`src/rtl/eth_rx_addr_filter.sv`:
```
module eth_rx_addr_filter #(
  parameter int LEN_W      = 11,
  parameter int TLEN_W     = 10,
  parameter int HASH_W     = 6,
  parameter int MAX_GROUPS = 64,
  parameter int MIN_FLOOR  = 5
) (
  input  logic              clk,
  input  logic              rst_n,
  input  logic              cfg_promisc,
  input  logic              cfg_bcast_off,
  input  logic              cfg_mcast_en,
  input  logic [LEN_W-1:0]  cfg_min_len,
  input  logic [47:0]       station_addr,
  input  logic              tbl_clear,
  input  logic [TLEN_W-1:0] tbl_len,
  input  logic              tbl_valid,
  input  logic [7:0]        tbl_byte,
  input  logic              rx_valid,
  output logic              rx_ready,
  input  logic [7:0]        rx_byte,
  input  logic [LEN_W-1:0]  rx_len,
  output logic              dec_valid,
  output logic              dec_accept,
  output logic              dec_group,
  output logic [2:0]        dec_reason
);
  localparam int TBL_N  = 1 << HASH_W;
  localparam int GCNT_W = $clog2(MAX_GROUPS + 1);
  localparam logic [31:0]       POLY    = 32'hEDB88320;
  localparam logic [31:0]       SEED    = 32'hFFFF_FFFF;
  localparam logic [LEN_W-1:0]  FLOOR_V = LEN_W'(MIN_FLOOR);
  localparam logic [GCNT_W-1:0] GMAX    = GCNT_W'(MAX_GROUPS);
  localparam logic [2:0] LAST_POS = 3'd5;
  localparam logic [2:0] RS_OK = 3'd0, RS_SHORT = 3'd1, RS_BCAST = 3'd2,
                         RS_MCOFF = 3'd3, RS_HASH = 3'd4, RS_UCAST = 3'd5;

  function automatic logic [31:0] crc_step(input logic [31:0] c, input logic [7:0] d);
    logic [31:0] r;
    r = c;
    for (int i = 0; i < 8; i++)
      r = (r >> 1) ^ (POLY & {32{r[0] ^ d[i]}});
    return r;
  endfunction

  // multicast table programming
  logic [TBL_N-1:0]  hash_tbl;
  logic [TLEN_W-1:0] tlen_q, tbcnt;
  logic [2:0]        tpos;
  logic [GCNT_W-1:0] gcnt;
  logic [31:0]       tcrc;

  wire t_take = tbl_valid && !tbl_clear && (tbcnt < tlen_q) && (gcnt < GMAX);
  wire [31:0] tcrc_nx = crc_step((tpos == 3'd0) ? SEED : tcrc, tbl_byte);
  wire [HASH_W-1:0] tidx = ~tcrc_nx[HASH_W+1:2];

  always_ff @(posedge clk) begin
    if (!rst_n) begin
      hash_tbl <= '0;
      tlen_q   <= '0;
      tbcnt    <= '0;
      tpos     <= '0;
      gcnt     <= '0;
      tcrc     <= SEED;
    end else if (tbl_clear) begin
      hash_tbl <= '0;
      tlen_q   <= tbl_len;
      tbcnt    <= '0;
      tpos     <= '0;
      gcnt     <= '0;
    end else if (t_take) begin
      tbcnt <= tbcnt + 1'b1;
      tcrc  <= tcrc_nx;
      if (tpos == LAST_POS) begin
        tpos <= '0;
        gcnt <= gcnt + 1'b1;
        hash_tbl[tidx] <= 1'b1;
      end else begin
        tpos <= tpos + 1'b1;
      end
    end
  end

  // destination capture
  logic              deciding;
  logic [2:0]        fpos;
  logic [47:0]       dst_q;
  logic [LEN_W-1:0]  len_q;
  logic [31:0]       fcrc;

  assign rx_ready = !deciding;
  wire f_take = rx_valid && rx_ready;

  always_ff @(posedge clk) begin
    if (!rst_n) begin
      deciding <= 1'b0;
      fpos     <= '0;
      dst_q    <= '0;
      len_q    <= '0;
      fcrc     <= SEED;
    end else begin
      deciding <= f_take && (fpos == LAST_POS);
      if (f_take) begin
        fcrc  <= crc_step((fpos == 3'd0) ? SEED : fcrc, rx_byte);
        dst_q <= {dst_q[39:0], rx_byte};
        if (fpos == 3'd0) len_q <= rx_len;
        fpos  <= (fpos == LAST_POS) ? 3'd0 : fpos + 1'b1;
      end
    end
  end

  // decision
  wire [LEN_W-1:0]  eff_min = (cfg_min_len < FLOOR_V) ? FLOOR_V : cfg_min_len;
  wire              short_c = len_q < eff_min;
  wire              is_bc   = &dst_q;
  wire              is_mc   = dst_q[40];
  wire [HASH_W-1:0] fidx    = ~fcrc[HASH_W+1:2];

  logic       acc_c, grp_c;
  logic [2:0] rsn_c;

  always_comb begin
    acc_c = 1'b0;
    grp_c = 1'b0;
    rsn_c = RS_OK;
    if (short_c)                       rsn_c = RS_SHORT;
    else if (cfg_promisc)              acc_c = 1'b1;
    else if (is_bc) begin
      if (cfg_bcast_off)               rsn_c = RS_BCAST;
      else begin acc_c = 1'b1; grp_c = 1'b1; end
    end else if (is_mc) begin
      if (!cfg_mcast_en)               rsn_c = RS_MCOFF;
      else if (hash_tbl[fidx]) begin acc_c = 1'b1; grp_c = 1'b1; end
      else                             rsn_c = RS_HASH;
    end else if (dst_q == station_addr) acc_c = 1'b1;
    else                               rsn_c = RS_UCAST;
  end

  always_ff @(posedge clk) begin
    if (!rst_n) begin
      dec_valid  <= 1'b0;
      dec_accept <= 1'b0;
      dec_group  <= 1'b0;
      dec_reason <= RS_OK;
    end else begin
      dec_valid <= deciding;
      if (deciding) begin
        dec_accept <= acc_c;
        dec_group  <= grp_c;
        dec_reason <= rsn_c;
      end
    end
  end

  p_short_r1: assert property (@(posedge clk) disable iff (!rst_n)
    (deciding && short_c) |=> (dec_valid && !dec_accept && dec_reason == RS_SHORT));
  p_floor_r2: assert property (@(posedge clk) disable iff (!rst_n)
    (deciding && len_q < FLOOR_V) |=> !dec_accept);
  p_promisc_r3: assert property (@(posedge clk) disable iff (!rst_n)
    (deciding && !short_c && cfg_promisc) |=> (dec_accept && !dec_group));
  p_group_acc_r6: assert property (@(posedge clk) disable iff (!rst_n)
    (dec_valid && dec_group) |-> dec_accept);
  p_clear_r8: assert property (@(posedge clk) disable iff (!rst_n)
    tbl_clear |=> (hash_tbl == '0));
  p_cap_r8: assert property (@(posedge clk) disable iff (!rst_n)
    (gcnt == GMAX) |=> (gcnt == GMAX || $past(tbl_clear)));
  p_code_r9: assert property (@(posedge clk) disable iff (!rst_n)
    dec_valid |-> (dec_accept == (dec_reason == RS_OK)));
  p_pulse_r10: assert property (@(posedge clk) disable iff (!rst_n)
    dec_valid |=> !dec_valid);
  p_ready_r10: assert property (@(posedge clk) disable iff (!rst_n)
    dec_valid |-> $past(!rx_ready));
endmodule

```
`config.mk`:
```
export PLATFORM = sky130hd
export DESIGN_NAME = eth_rx_addr_filter
export DESIGN_NICKNAME = d
export VERILOG_FILES = /design/src/rtl/eth_rx_addr_filter.sv
export SDC_FILE = /design/constraint.sdc
export NUM_CORES = 1
export LEC_CHECK = 0
export CAP_MARGIN = 30
export CELL_PAD_IN_SITES_DETAIL_PLACEMENT = 2
export CELL_PAD_IN_SITES_GLOBAL_PLACEMENT = 2
export CORE_UTILIZATION = 35
export DETAILED_ROUTE_END_ITERATION = 8
export DONT_BUFFER_PORTS = 1
export PLACE_DENSITY_LB_ADDON = 0.1
export SLEW_MARGIN = 20
export SYNTH_ARGS = -nofsm -noshare
export SYNTH_HDL_FRONTEND = slang
export SYNTH_SLANG_ARGS = --single-unit
```
`constraint.sdc`:
```
create_clock -name clk -period 3.1 [get_ports clk]
set_clock_uncertainty 0.2 [all_clocks]
set_input_delay 0.31 -clock clk [delete_from_list [all_inputs] [get_ports clk]]
set_output_delay 0.31 -clock clk [all_outputs]
set_load 0.02 [all_outputs]
```
==> impl_metrics.toml, run 1 <==
[status]
run_status = "finished, final reports clean"

[power]
intPower_w = 0.005749
p_per_area_nw_per_um2 = 594.3
ir_drop_v = 0.0003640
p_leak_nw = 4.995
switchingPower_w = 0.002369
p_seq_share_pct = 39.8
combinationalPowerShare_pct = 21.9
clock_power_share_pct = 38.3
switching_share_pct = 29.18
power_w = 0.008118

[setup_path]
cp_data_arrival_time_ns = 3.13
path_cells = "nor3_4 -> buf_4 -> buf_4 -> nor2_1 -> xnor3_1 -> xor3_1 -> nor3b_2 -> nand2_1 -> o21ai_0"
worstSetupPathType = "register to register"
critPathBufInv = 2
crit_path_max_fanout = 8
worst_setup_path_start_kind = "register"
required_ns = 3.35
cpMostUsedCell = "buf_4"
rrSetupSlack_ns = 0.22
cpLargestDelayFamily = "simple AND/OR/NAND/NOR gates"
cp_slowest_stage_delay_ns = 0.47
cp-end-kind = "register"
cp_slowest_cell = "dfxtp_1"

[placed_design]
numPortBuffers = 0
dpl.cell_count = 1783
dp_slack_ns = 0.04944
dp_hpwl_um = 26350
gp_congestion = 0.7774

[clocking]
cts_sinks = 227
cts_buffer_depth = 3
worstSkewPairLatency_ns = 0.55
cts_buffers = 27
cts-root-buf = "clkbuf_16"
htree_levels = 1
path_clk_slew_ns = 0.06
cts_tree = "done"

[yosys]
async_flop_share_pct = 0
synth_seq_cells = 227
synth_cells = 1368
synthesis.area_um2 = 11590
synth_top_area_share_pct = 39.20
avgSynthCellArea_um2 = 8.475
netlist.top_cell.by_area = "dfxtp_1"
ys_seq_area_share_pct = 39.20
yosysUniqueCellTypes = 51
yosys-top-cells-area = "dfxtp_1 39%, xnor2_1 13%, nand2_1 9.0%, a21oi_1 3.8%, o21ai_0 3.6%"
synthTopCellsByCount = "277 x nand2_1, 227 x dfxtp_1, 167 x xnor2_1"
synthFlopType = "dfxtp_1"
synth_edf_count = 0
yosys_warnings = 0
synth_most_common_cell = "nand2_1"
syn_nets = 1493

[final_layout]
area_delta_synth_final_pct = 17.83
drive_above_1_share_pct = 8.328
finalNetCount = 1549
regArea_um2 = 4546
utilization_pct = 41.99
multi_input_area_um2 = 6711
stdcell_count = 1884
num-fill-cells = 3656

[sta]
drv_slew = 0
worst_pin_slew_ns = 0.7177
fin_setup_tns_ns = 0
fin_ws_ns = 0.2241
setup_viol = 0
finalCriticalPeriod_ns = 2.876
fin_crit_sh_pct = 92.77
max_freq_ghz = 0.3477
hold_viol_final = 0
relSlewSlack_pct = 51.71

[floorplan]
core_area_um2 = 32540
die_y_um = 184
die_x_um = 184
fp.dieArea_um2 = 33860
initial_utilization_pct = 35.63
io_pins = 111
fp-row-count = 66

[grt]
antenna_found_initial = 1
grt_pass1_vias = 10654
grtUsageTotal_pct = 22.96
overflow = 0
grt_max_degree = 65
grt_pass1_wl_um = 60540

[hold_path]
holdCritPathClass = "input pin to register"

[routing]
firstDrtPassIters = 4
detail_route.vias_per_cell = 5.210
num_vias = 9816
first_iter_violations = 343
drt-total-wl_um = 38340
antenna_left = 0
wl_per_cell_um = 20.35
drc = 0

[flow_run]
maxCapViolations = 0
## state kept, by name, summed over array words and instances (netlist names), 7 cells and up
signal    flops
tbcnt        10
fcrc         32
dst_q        48
len_q        11
tlen_q       10
gcnt          7
tcrc         32
hash_tbl     64
## cells by family after synthesis
| logic type | count (synthesis) | share of synthesized area [%] |
|---|---|---|
| multiplexers | 42 | 4.597 |
| buffers and inverters | 99 | 3.313 |
| flip-flops | 227 | 39.20 |
| AND/OR/NAND/NOR | 493 | 18.34 |
| adder cells (fa/ha/maj) | 21 | 2.266 |
| AO/OA/AOI/OAI | 261 | 13.18 |
| XOR/XNOR | 225 | 19.11 |
## per-stage QoR
stage | hold slack [ns] | instance area (µm²)
after floorplan | 0.2198 | 11590
after global placement | 0.2126 | 12250
after detailed placement | 0.2230 | 12250
after CTS | 0.002380 | 13610
after global routing | 0.03780 | 13660
final | 0.01749 | 13660
## path summary, 6_finish.rpt
kind	startpoint	end	cells after the start
setup reg to reg	tpos[0]$_SDFFE_PP0P_	hash_tbl[31]$_SDFFE_PP0P_	9
hold reg to reg	hash_tbl[26]$_SDFFE_PP0P_	hash_tbl[26]$_SDFFE_PP0P_	2
hold / removal	rx_byte[6]	fcrc[22]$_SDFFE_PN1P_	4
setup / recovery	tpos[0]$_SDFFE_PP0P_	hash_tbl[31]$_SDFFE_PP0P_	9
## repair_timing
action | CTS | global route
hold endpoints to repair | 100 | 0
resized for setup | 0 | 4
setup buffers | 0 | 4
setup endpoints to repair | 0 | 67
hold buffers | 50 | 0
## area by class of cell
type                            count  share of cell area, %
Clock inverter                      7                 0.6686
Antenna cell                        1                0.01832
Sequential cell                   227                  33.28
Inverter                           24                 0.6595
Tap cell                          442                  4.048
Timing Repair Buffer              102                  6.705
Clock buffer                       39                  5.496
Multi-Input combinational cell   1042                  49.13
## power groups by stage
stage / registers, W / clock network [W] / logic (W)
after detailed placement: 0.00330 / 0 / 0.00168
after CTS: 0.00323 / 0.00320 / 0.00178
after floorplan: 0.00321 / 0 / 0.00132
after global placement: 0.00329 / 0 / 0.00164
final: 0.00323 / 0.00311 / 0.00177
after global routing: 0.00326 / 0.00333 / 0.00193
## per-layer routing
layer	track usage (%)	wire (µm)	up-vias
li1	-	-	4731
met1	29.64	17820	4919
met2	40.47	18550	129
met3	3.368	1430	37
met4	4.433	545	0
met5	0	0	-
## cell usage in the layout (no fill, tap or decap), types with 8 or more instances in the layout
cell / Yosys / routed
a21oi_1: 89 / 89
and2_1: 10 / 10
buf_4: 1 / 51
clkbuf_1: 65 / 9
clkbuf_16: 0 / 27
dfxtp_1: 227 / 226
dlygate4sd3_1: 0 / 49
ha_1: 21 / 21
inv_1: 23 / 22
mux2i_1: 33 / 33
mux4_2: 9 / 9
nand2_1: 277 / 276
nand3_1: 13 / 13
nand4_1: 34 / 34
nor2_1: 109 / 108
nor4_1: 9 / 9
o211ai_1: 52 / 52
o21ai_0: 83 / 83
o21ai_1: 11 / 10
or3_1: 10 / 10
xnor2_1: 167 / 167
xnor3_1: 8 / 8
xor2_1: 39 / 39
## worst register-to-register path, stage by stage, from the launching register on
cell and delay (ns):
dfxtp_1 0.47, nor3_4 0.10, buf_4 0.17, buf_4 0.16, nor2_1 0.23, xnor3_1 0.27, xor3_1 0.27, nor3b_2 0.32
nand2_1 0.32, o21ai_0 0.29
No activity file was read; power rests on OpenSTA's default activity.
==> inputs of run 2 (changes only) <==
--- a/config.mk
+++ b/config.mk
@@ -8,7 +8,8 @@
 export CAP_MARGIN = 30
 export CELL_PAD_IN_SITES_DETAIL_PLACEMENT = 2
 export CELL_PAD_IN_SITES_GLOBAL_PLACEMENT = 2
-export CORE_UTILIZATION = 35
+export CORE_ASPECT_RATIO = 1.75
+export CORE_UTILIZATION = 39
 export DETAILED_ROUTE_END_ITERATION = 8
 export DONT_BUFFER_PORTS = 1
 export PLACE_DENSITY_LB_ADDON = 0.1
==> constraint.sdc (replaced) <==
create_clock -name clk -period 2.81 [get_ports clk]
set_clock_uncertainty 0.2 [all_clocks]
set_input_delay 0.281 -clock clk [delete_from_list [all_inputs] [get_ports clk]]
set_output_delay 0.281 -clock clk [all_outputs]
set_load 0.02 [all_outputs]
==> run 2 against run 1 <==
Non-clock buffer count increased by 49; wire length up 9.3%; core utilization up 6.9 points; final area grew 4.7%; highest routed layer unchanged.
==> impl_metrics.toml, run 2 (synthesized netlist as in run 1, its figures left out) <==
[status]
run_status = "finished, final reports clean"

[placed_design]
dp_hpwl_um = 27230
dpl_cell_area_um2 = 12420
gp_congestion = 0.7964
numPortBuffers = 0
dp_slack_ns = -0.02707

[setup_path]
required_ns = 3.02
crit_path_max_fanout = 9
rrSetupSlack_ns = 0.06
cp_data_arrival_time_ns = 2.96
worst_setup_path_start_kind = "register"
cpLargestDelayFamily = "XOR/XNOR gates"
critPathBufInv = 2
cp_slowest_cell = "xnor3_1"
cp_slowest_stage_delay_ns = 0.46
cp-end-kind = "register"
worstSetupPathType = "register to register"
path_cells = "or3_4 -> buf_4 -> a211oi_1 -> buf_4 -> xnor2_2 -> xnor2_2 -> xnor3_1 -> nor2_1 -> o21ai_1"

[clocking]
cts-root-buf = "clkbuf_16"
path_clk_slew_ns = 0.06
cts_buffer_depth = 3
worstSkewPairLatency_ns = 0.55
htree_levels = 1
cts_sinks = 227
cts_tree = "done"
cts_buffers = 24

[final_layout]
layout_common_cells = "264 x nand2_1, 224 x dfxtp_1, 163 x xnor2_1"
final_common_cell = "nand2_1"
utilization_pct = 48.84
largest-register = "hash_tbl"
regArea_um2 = 4551
largest_reg_flops = 64
diodes = 0
largest_registers = "hash_tbl (64), dst_q (48)"
final_cell_area_um2 = 14300
area_delta_synth_final_pct = 23.37
drive_above_1_share_pct = 12.23
finalNetCount = 1595
multi_input_area_um2 = 6872
num-fill-cells = 3156

[sta]
finalCriticalPeriod_ns = 2.747
fin_setup_tns_ns = 0
rsz0062_at_grt = "yes"
fin_ws_ns = 0.06263
relSlewSlack_pct = 42.96
max_freq_ghz = 0.3640
worst_pin_slew_ns = 0.8524
fin_crit_sh_pct = 97.77
drv_slew = 0
hold_viol_final = 0
setup_viol = 0

[power]
power_w = 0.009238
p_leak_nw = 5.315
ir_drop_v = 0.0005178
p_per_area_nw_per_um2 = 645.9

[routing]
wl_per_cell_um = 22.42
detail_route.vias_per_cell = 5.455
firstDrtPassIters = 4
drc = 0
first_iter_violations = 304
num_vias = 10200
antenna_left = 0
drt-total-wl_um = 41920

[grt]
grt_pass1_vias = 11631
grt_pass1_wl_um = 64340
antenna_found_initial = 0
grtUsageTotal_pct = 27.24
overflow = 0
grt_max_degree = 69

[floorplan]
fp-row-count = 83
core_area_um2 = 29290
die_y_um = 230.1
io_pins = 111
die_x_um = 132.3
initial_utilization_pct = 39.59
fp.dieArea_um2 = 30450

[hold_path]
holdCritPathClass = "input pin to register"

[flow_run]
maxCapViolations = 0
[run 2: cell types whose count changed in the layout (fill, tap and decap cells not counted), moves of 4 or more]
cell           change
o21ai_1           +10
buf_12             +7
nand2_2           +12
nand2_1           -12
dlygate4sd3_1     +26
o21ai_0           -10
xnor2_1            -4
buf_4             +15
[run 2: what timing repair did]
action,4_1_cts,5_1_grt
endpoints found under the setup margin,9,99
cloned,0,0
resized for setup,1,53
buffers inserted,0,8
endpoints found under the hold margin,120,53
pin swaps,0,13
hold buffers,71,6
[run 2: path summary, 6_finish.rpt]
path / startpoint / endpoint / depth (start not counted)
setup / recovery: fpos[0]$_SDFFE_PN0P_ / fcrc[19]$_SDFFE_PN1P_ / 9
hold / removal: tbl_byte[6] / tcrc[22]$_SDFFE_PN1P_ / 4
setup reg to reg: fpos[0]$_SDFFE_PN0P_ / fcrc[19]$_SDFFE_PN1P_ / 9
hold reg to reg: hash_tbl[20]$_SDFFE_PP0P_ / hash_tbl[20]$_SDFFE_PP0P_ / 2
[run 2: through the flow]
step,hold WS [ns],cells
after CTS,-0.3731,1857
after global placement,0.1882,1742
final,0.01654,1870
after detailed placement,0.1956,1742
after global routing,0.02243,1870
after floorplan,0.2170,1368
[run 2: cell type report]
type / instances / share of cell area, %
clock buffers: 32 / 4.549
inverters: 24 / 0.6561
repair buffers: 151 / 10.16
flip-flops and latches: 227 / 31.82
clock inverters: 12 / 1.435
multi-input cells: 1042 / 48.04
well taps: 382 / 3.342
[run 2: routing by layer]
metal / vias up / share of wire, % / track usage [%]
met5: - / 0 / 0
met4: 0 / 4.7 / 14.26
met3: 100 / 2.7 / 3.307
met2: 190 / 57 / 55.67
met1: 5085 / 35 / 25.66
li1: 4825 / - / -
[run 2: worst register-to-register path: stages, from the launching register on]
cell and delay (ns):
dfxtp_4 0.38, or3_4 0.41, buf_4 0.20, a211oi_1 0.27, buf_4 0.19, xnor2_2 0.09, xnor2_2 0.26, xnor3_1 0.46
nor2_1 0.10, o21ai_1 0.07
[run 2: where the power goes]
part	switching (W)	internal, W	total, W
sequential	0.000169	0.00339	0.00356
combinational	0.00112	0.00105	0.00217
clock	0.00141	0.00210	0.00351
total	0.00270	0.00654	0.00924
==> inputs of run 3 (changes only) <==
--- a/config.mk
+++ b/config.mk
@@ -13,6 +13,7 @@
 export DETAILED_ROUTE_END_ITERATION = 8
 export DONT_BUFFER_PORTS = 1
 export PLACE_DENSITY_LB_ADDON = 0.1
+export SETUP_SLACK_MARGIN = 0.3
 export SLEW_MARGIN = 20
 export SYNTH_ARGS = -nofsm -noshare
 export SYNTH_HDL_FRONTEND = slang
==> run 3 against run 2 <==
Sequential power about the same; critical path type unchanged; fmax shrank 1.1%; wire length increased by 20%; final area increased by 7.4%; clock power grew 2%.
==> impl_metrics.toml, run 3 (synthesized netlist as in run 1, its figures left out) <==
[clocking]
cts_tree = "done"
worstSkewPairLatency_ns = 0.55
htree_levels = 1
cts_buffer_depth = 3
path_clk_slew_ns = 0.07
cts_sinks = 227
cts-root-buf = "clkbuf_16"
cts_buffers = 25

[sta]
rsz0062_at_grt = "yes"
drv_slew = 0
worst_pin_slew_ns = 0.6760
relSlewSlack_pct = 54.93
setup_viol = 0
fin_setup_tns_ns = 0
fin_crit_sh_pct = 98.84
max_freq_ghz = 0.3600
hold_viol_final = 0
finalCriticalPeriod_ns = 2.777

[floorplan]
die_y_um = 230.1
initial_utilization_pct = 39.59
io_pins = 111
core_area_um2 = 29290
fp.dieArea_um2 = 30450
fp-row-count = 83
die_x_um = 132.3

[placed_design]
dp_hpwl_um = 27940
gp_congestion = 0.8490
dpl.cell_count = 1744
numPortBuffers = 0

[hold_path]
whs_path_depth = 3
holdCritPathClass = "input pin to register"

[routing]
met3_length_um = 1432
drt-total-wl_um = 50380
antenna_left = 0
drc = 0
top_layer_used = "met4"
met2WireLength_um = 28550
wl_met1_um = 17530
detail_route.vias_per_cell = 5.647
wl_per_cell_um = 26.38
first_iter_violations = 398
firstDrtPassIters = 4
num_vias = 10786

[grt]
overflow = 0
grt_max_degree = 76
grt_pass1_vias = 11477
antenna_found_initial = 0
grtUsageTotal_pct = 27.58
grt_pass1_wl_um = 64830

[power]
intPower_w = 0.006815
p_per_area_nw_per_um2 = 647.4
p_seq_share_pct = 35.9
switchingPower_w = 0.003126
ir_drop_v = 0.0004704
switching_share_pct = 31.44
p_leak_nw = 5.972
clock_power_share_pct = 36.1
combinationalPowerShare_pct = 28.0

[status]
run_status = "finished, final reports clean"

[setup_path]
cpMostUsedCell = "buf_4"
r2r_cells = 9
rrSetupSlack_ns = 0.03
rr_startpoint = "fpos[1]$_SDFFE_PN0P_"
cp_slowest_cell = "or3_4"
path_cells = "or3_4 -> buf_4 -> a211oi_4 -> buf_6 -> buf_4 -> xnor2_1 -> xnor2_2 -> xor2_1 -> o21ai_0"
crit_path_max_fanout = 5
critPathCapture = "fcrc[13]$_SDFFE_PN1P_"
cp_data_arrival_time_ns = 2.99
required_ns = 3.03
cp_slowest_stage_delay_ns = 0.42
cp-end-kind = "register"
cpLargestDelayFamily = "compound AO/OA/AOI/OAI gates"
cp.depth = 9
worstSetupPathType = "register to register"
r2r-end = "fcrc[13]$_SDFFE_PN1P_"
worstSetupStartpoint = "fpos[1]$_SDFFE_PN0P_"
critPathBufInv = 3
worst_setup_path_start_kind = "register"

[final_layout]
finalNetCount = 1634
largest_reg_flops = 64
largest_registers = "hash_tbl (64), dst_q (48)"
diodes = 0
layout_common_cells = "260 x nand2_1, 215 x dfxtp_1, 140 x xnor2_1"
final_common_cell = "nand2_1"
largest-register = "hash_tbl"
num-fill-cells = 3055
area_delta_synth_final_pct = 32.44
drive_above_1_share_pct = 23.10
stdcell_count = 1910

[flow_run]
maxCapViolations = 0
-- run 3: cell count changes in the layout (fill, tap and decap cells not counted), moves of 15 or more --
cell	before	now
o21ai_0	73	25
buf_4	66	105
o21ai_2	0	33
dlygate4sd3_1	75	48
xnor2_1	163	140
xnor2_2	8	27
buf_6	1	17
o21ai_1	20	35
-- run 3: worst min-delay path by stage --
| stage | from | to | slack, ns |
|---|---|---|---|
| floorplan | rx_len[0] | len_q[0]$_SDFFE_PN0P_ | 0.22 |
| global placement | rst_n | tcrc[24]$_SDFFE_PN1P_ | 0.18 |
| detailed placement | rst_n | tcrc[24]$_SDFFE_PN1P_ | 0.18 |
| CTS | tbl_clear | hash_tbl[14]$_SDFFE_PP0P_ | 0.01 |
| global route | tbl_byte[2] | tcrc[3]$_SDFFE_PN1P_ | 0.05 |
| finish | tbl_byte[2] | tcrc[3]$_SDFFE_PN1P_ | 0.04 |
-- run 3: area by class of cell --
| cell class | instances | area, µm² | area share [%] |
|---|---|---|---|
| clock buffer | 34 | 729.5 | 4.751 |
| clock inverter | 12 | 147.6 | 0.9615 |
| inverter | 24 | 90.09 | 0.5867 |
| multi-input combinational | 1043 | 7527 | 49.02 |
| sequential | 227 | 4559 | 29.69 |
| tap | 382 | 478.0 | 3.113 |
| timing repair buffer | 188 | 1823 | 11.87 |
-- run 3: power groups by stage --
stage               Sequential [W]  Combinational (W)  Clock (W)
floorplan                  0.00354            0.00149          0
global placement           0.00360            0.00192          0
detailed placement         0.00361            0.00197          0
CTS                        0.00354            0.00225    0.00362
global route               0.00358            0.00292    0.00374
finish                     0.00357            0.00278    0.00359
-- run 3: stage by stage --
step	utilization [%]	setup slack (ns)	power [W]	hold slack [ns]	cell area, µm²
2_1_floorplan	-	0.01313	0.005032	0.2170	11670
3_3_place_gp	42.64	0.01360	0.005520	0.1808	12490
3_5_place_dp	42.64	-0.2237	0.005585	0.1836	12490
4_1_cts	48.71	0.2227	0.009416	0.01393	14270
5_1_grt	52.43	-0.02960	0.01025	0.04540	15350
6_report	52.43	0.03254	0.009941	0.04111	15350
-- run 3: worst min-delay path, cell delays in order --
cell      delay [ns]
xnor2_2         0.06
xor3_2          0.27
o211ai_1        0.11
-- run 3: what timing repair did --
item / 4_1_cts / 5_1_grt
hold buffers: 49 / 0
gates cloned: 0 / 6
pin swaps: 16 / 48
setup buffers: 24 / 41
endpoints found under the setup margin: 98 / 128
hold endpoints to repair: 136 / 0
resized for setup: 56 / 186
-- run 3: per-layer routing --
metal | track usage [%] | up-vias
met5 | 0 | -
li1 | - | 4906
met4 | 12.54 | 0
met1 | 26.33 | 5454
met2 | 56.91 | 279
met3 | 3.197 | 147
